==> src/rtl/srst_gate_pkg.sv <==
package srst_gate_pkg;
    localparam int DATA_W   = 32;
    localparam int ADDR_W   = 4;
    localparam int SRST_BIT = 31;
    localparam int GATE_BIT = 30;

    localparam logic [ADDR_W-1:0] OFS_PLAIN = 4'h0;
    localparam logic [ADDR_W-1:0] OFS_SET   = 4'h4;
    localparam logic [ADDR_W-1:0] OFS_CLR   = 4'h8;

    typedef enum logic [1:0] {
        ST_RUN  = 2'd0,
        ST_WAIT = 2'd1,
        ST_HELD = 2'd2
    } seq_state_t;
endpackage

==> src/rtl/srst_gate_decode.sv <==
module srst_gate_decode
    import srst_gate_pkg::*;
(
    input  logic              wr,
    input  logic [ADDR_W-1:0] addr,
    input  logic [DATA_W-1:0] wdata,
    input  logic              cur_srst,
    input  logic              cur_gate,
    output logic              sw_srst,
    output logic              sw_gate
);
    logic w_srst;
    logic w_gate;

    assign w_srst = wdata[SRST_BIT];
    assign w_gate = wdata[GATE_BIT];

    always_comb begin
        sw_srst = cur_srst;
        sw_gate = cur_gate;
        if (wr) begin
            unique case (addr)
                OFS_PLAIN: begin
                    sw_srst = w_srst;
                    sw_gate = w_gate;
                end
                OFS_SET: begin
                    sw_srst = cur_srst | w_srst;
                    sw_gate = cur_gate | w_gate;
                end
                OFS_CLR: begin
                    sw_srst = cur_srst & ~w_srst;
                    sw_gate = cur_gate & ~w_gate;
                end
                default: ;
            endcase
        end
    end
endmodule

==> src/rtl/srst_gate_seq.sv <==
module srst_gate_seq
    import srst_gate_pkg::*;
#(
    parameter int GATE_DELAY = 4
) (
    input  logic clk,
    input  logic rst_n,
    input  logic sw_srst,
    input  logic sw_gate,
    output logic srst_q,
    output logic gate_q,
    output logic blk_srst,
    output logic blk_clk_en
);
    localparam int CNT_W = $clog2(GATE_DELAY + 1);
    localparam logic [CNT_W-1:0] CNT_LAST = CNT_W'(GATE_DELAY - 1);

    seq_state_t       state_q, state_d;
    logic [CNT_W-1:0] cnt_q, cnt_d;
    logic             gate_d;

    initial begin
        if (GATE_DELAY < 2) $error("GATE_DELAY must be at least 2");
    end

    always_comb begin
        state_d = state_q;
        cnt_d   = cnt_q;
        gate_d  = sw_gate;
        unique case (state_q)
            ST_RUN: begin
                if (srst_q) begin
                    state_d = ST_WAIT;
                    cnt_d   = CNT_W'(1);
                end
            end
            ST_WAIT: begin
                if (!srst_q) begin
                    state_d = ST_RUN;
                end else if (cnt_q == CNT_LAST) begin
                    state_d = ST_HELD;
                    gate_d  = 1'b1;
                end else begin
                    cnt_d = cnt_q + CNT_W'(1);
                end
            end
            ST_HELD: begin
                if (!srst_q) begin
                    state_d = ST_RUN;
                end else begin
                    gate_d = sw_gate | sw_srst;
                end
            end
            default: state_d = ST_RUN;
        endcase
    end

    always_ff @(posedge clk or negedge rst_n) begin
        if (!rst_n) begin
            state_q <= ST_RUN;
            cnt_q   <= '0;
            srst_q  <= 1'b0;
            gate_q  <= 1'b0;
        end else begin
            state_q <= state_d;
            cnt_q   <= cnt_d;
            srst_q  <= sw_srst;
            gate_q  <= gate_d;
        end
    end

    always_comb begin
        blk_srst   = srst_q;
        blk_clk_en = ~gate_q;
    end

    p_auto_gate_r4: assert property (@(posedge clk) disable iff (!rst_n)
        (state_q == ST_WAIT && srst_q && cnt_q == CNT_LAST) |=> gate_q);

    p_abort_r5: assert property (@(posedge clk) disable iff (!rst_n)
        (state_q == ST_WAIT && !srst_q) |=> (state_q == ST_RUN));

    p_override_r7: assert property (@(posedge clk) disable iff (!rst_n)
        (state_q == ST_HELD && srst_q && sw_srst) |=> gate_q);

    p_gate_kept_r8: assert property (@(posedge clk) disable iff (!rst_n)
        ($fell(srst_q) && gate_q && sw_gate) |=> gate_q);
endmodule

==> src/rtl/srst_gate_ctrl.sv <==
module srst_gate_ctrl
    import srst_gate_pkg::*;
#(
    parameter int GATE_DELAY = 4
) (
    input  logic              clk,
    input  logic              rst_n,
    input  logic              bus_wr,
    input  logic [3:0]        bus_addr,
    input  logic [31:0]       bus_wdata,
    output logic [31:0]       bus_rdata,
    output logic              blk_srst,
    output logic              blk_clk_en
);
    logic srst_q;
    logic gate_q;
    logic sw_srst;
    logic sw_gate;

    srst_gate_decode u_dec (
        .wr       (bus_wr),
        .addr     (bus_addr),
        .wdata    (bus_wdata),
        .cur_srst (srst_q),
        .cur_gate (gate_q),
        .sw_srst  (sw_srst),
        .sw_gate  (sw_gate)
    );

    srst_gate_seq #(.GATE_DELAY(GATE_DELAY)) u_seq (
        .clk        (clk),
        .rst_n      (rst_n),
        .sw_srst    (sw_srst),
        .sw_gate    (sw_gate),
        .srst_q     (srst_q),
        .gate_q     (gate_q),
        .blk_srst   (blk_srst),
        .blk_clk_en (blk_clk_en)
    );

    always_comb begin
        bus_rdata           = '0;
        bus_rdata[SRST_BIT] = srst_q;
        bus_rdata[GATE_BIT] = gate_q;
    end

    p_set_alias_r3: assert property (@(posedge clk) disable iff (!rst_n)
        (bus_wr && bus_addr == OFS_SET && bus_wdata[SRST_BIT]) |=> blk_srst);

    p_clr_alias_r3: assert property (@(posedge clk) disable iff (!rst_n)
        (bus_wr && bus_addr == OFS_CLR && bus_wdata[SRST_BIT]) |=> !blk_srst);

    p_idle_hold_r2: assert property (@(posedge clk) disable iff (!rst_n)
        !bus_wr |=> $stable(blk_srst));

    p_outputs_r6: assert property (@(posedge clk) disable iff (!rst_n)
        (blk_clk_en != bus_rdata[GATE_BIT]) && (blk_srst == bus_rdata[SRST_BIT]));
endmodule

==> config.mk <==
export PLATFORM = sky130hd
export DESIGN_NAME = srst_gate_ctrl
export DESIGN_NICKNAME = d
export VERILOG_FILES = /design/src/rtl/srst_gate_pkg.sv /design/src/rtl/srst_gate_decode.sv /design/src/rtl/srst_gate_seq.sv /design/src/rtl/srst_gate_ctrl.sv
export SDC_FILE = /design/constraint.sdc
export NUM_CORES = 1
export LEC_CHECK = 0
export ABC_AREA = 1
export BUFFER_PORTS_ARGS = -buffer_cell sky130_fd_sc_hd__buf_2
export CORE_UTILIZATION = 40
export DETAILED_ROUTE_END_ITERATION = 8
export GPL_ROUTABILITY_DRIVEN = 0
export PLACE_DENSITY = 0.85
export SKIP_LAST_GASP = 1
export SLEW_MARGIN = 5
export SYNTH_ARGS = -nofsm -noshare
export SYNTH_HDL_FRONTEND = slang
export SYNTH_HIERARCHICAL = 1
export SYNTH_SLANG_ARGS = --single-unit
==> constraint.sdc <==
create_clock -name clk -period 2.6 [get_ports clk]
set_clock_uncertainty 0.15 [all_clocks]
set_input_delay 0.78 -clock clk [delete_from_list [all_inputs] [get_ports clk]]
set_output_delay 0.78 -clock clk [all_outputs]
set_load 0.05 [all_outputs]
==> run_results.csv <==
group,metric,value,unit
setup_path,crit_family,"flip-flops",
grt,grt_pass1_vias,466,
final_layout,final_nets,177,
worst_hold_path,hold_class,"in -> async",
cts,htree_levels,1,
flow_run,drv_cap,0,
timing,hold-worst-slack,0.194,ns
floorplanning,die-width,47.4,um
timing,final-setup-viol-count,0,
power_and_ir_drop,power_density,846,nW/um^2
floorplanning,die-area,2240,um^2
yosys,syn_inst,120,
drt,wire_per_inst,6.94,um
timing,setup-tns-final,0,ns
floorplanning,fp-row-count,16,
grt,grt_max_degree,10,
setup_path,arrival,1.10,ns
drt,drtPass1Iterations,4,
placement,hpwl,923,um
setup_path,critPathMaxStageDelay,0.51,ns
cts,numCtsBuffers,3,
floorplanning,die_height,47.4,um
yosys,ys_seq_area_frac,0.213,
cts,postCtsSetupBuffers,0,
setup_path,worstPathMaxFanout,9,
floorplanning,io_pins,73,
status,status,"complete, no violations",
drt,wl,1100,um
drt,drt_iter0_drc,6,
grt,grt_pass1_wl,1690,um
cts,post_cts_resized,0,
timing,rsz0062_at_grt,"no",
cts,hold_buffers,0,
yosys,synth.distinct_cells,16,
final_layout,n_antenna_cell,0,
grt,antenna_found_initial,0,
cts,clk_latency,0.26,ns
power_and_ir_drop,power_leakage,0.492,nW
placement,port_buffers,12,
cts,cts_buffer_depth,2,
timing,slew_viol_final,0,
drt,postRouteAntennaNets,0,
yosys,syn_area,823,um^2
yosys,avgSynthCellArea,6.86,um^2
power_and_ir_drop,ir_drop,506,uV
timing,min_period,2.03,ns
final_layout,area_delta_synth_final,-2.28,%
setup_path,crit_slowest_cell,"dfrtp_1",
setup_path,path_buf_inv,1,
setup_path,cp-end-kind,"output pin",
yosys,yosys_warnings,6,
yosys,ys_ff_latch,7,
setup_path,crit_type,"reg -> out",
final_layout,drive_gt1_frac,0.197,
drt,drc,0,
timing,hold_violations,0,
final_layout,fillers,221,
cts,clockRootBuffer,"clkbuf_4",
timing,finalCritPeriodShare,0.781,
drt,viasPerCell,3.82,
grt,gr-total-overflow,0,
floorplanning,initial_core_util,0.424,
setup_path,cp.required,1.67,ns
floorplanning,coreArea,1940,um^2
cts,cts_tree,"yes",
drt,route.vias.total,607,
cts,clk_pin_slew,0.06,ns
setup_path,path_cells,"buf_2",
timing,fmax,0.493,GHz
setup_path,start_kind,"flip-flop",
grt,grt_usage,0.110,
cts,cts.sinks,7,
==> synthesized netlist by cell type, drive strengths merged <==
cell type,n,share of area
ha,5,0.076
nand3,14,0.091
clkinv,1,0.0046
nor2,13,0.087
o21ai,1,0.0061
or2,1,0.0076
nand2,27,0.13
buf,33,0.30
conb,1,0.0046
inv,17,0.078
dfrtp,7,0.21
==> placed cells by master (no fill, tap or decap) <==
cell type,instances
dfrtp_1,7
nand2_2,3
nor2_4,2
nand3_2,1
clkbuf_4,3
ha_1,5
inv_1,15
nand2_1,24
or2_1,1
nor2_2,3
nand3_1,13
clkbuf_1,1
buf_2,12
conb_1,30
o21ai_0,1
nor2_1,8
inv_2,2
clkinv_1,1
==> layout make-up <==
cell class                      count  area (um^2)  area share
Clock buffer                        4         26.3      0.0327
Timing Repair Buffer               12         60.1      0.0747
Inverter                           18         67.6      0.0840
Multi-Input combinational cell     91          442       0.549
Sequential cell                     7          175       0.218
Tap cell                           27         33.8      0.0420
==> final timing paths <==
kind / to / from / cells after the start / slack, ns
max: bus_rdata[31] / u_seq/blk_srst / 1 / 0.57
min: u_seq/cnt_q[0] / rst_n / 1 / 0.19
max reg2reg: u_seq/gate_q / u_seq/blk_srst / 10 / 1.17
min reg2reg: u_seq/cnt_q[2] / u_seq/cnt_q[2] / 2 / 0.35
max in group asynchronous: u_seq/state_q[1] / rst_n / 1 / 1.94
min in group clk: u_seq/cnt_q[2] / u_seq/cnt_q[2] / 2 / 0.35
==> registers in the layout, summed over array words and instances (netlist names) <==
register	flops
u_seq/cnt_q	3
u_seq/state_q	2
u_seq/blk_srst	1
u_seq/gate_q	1
==> layer usage <==
metal	vias up	GRT usage	part of all wire	wire (um)
met2	24	0.173	0.47	516
met5	-	0	0	0
met4	0	0.0457	0.0036	4
met3	2	0.0500	0.073	81
met1	262	0.129	0.45	501
li1	319	-	-	-
==> power by group <==
| part | switching [W] | internal [W] |
|---|---|---|
| clock | 0.0000434 | 0.0000588 |
| sequential | 0.0000322 | 0.000145 |
| combinational | 0.000300 | 0.000101 |
==> stage by stage <==
stage	area [um^2]	setup WS [ns]	util	std cells	power (W)
after floorplan	932	0.569	-	149	0.000563
after global placement	778	0.753	0.401	155	0.000568
after detailed placement	778	0.739	0.401	155	0.000580
after CTS	805	0.555	0.414	159	0.000686
after global routing	805	0.510	0.414	159	0.000746
final	805	0.570	0.414	159	0.000680
==> logic make-up (layout without fill, tap and decap cells) <==
logic type,after synthesis,after routing,share of synthesized area
buffers and inverters,51,34,0.383
AND/OR/NAND/NOR,55,55,0.318
adder cells (fa/ha/maj),5,5,0.0760
AO/OA/AOI/OAI,1,1,0.00607
flip-flops,7,7,0.213
other,1,30,0.00455
(Power assumes the default switching activity.)
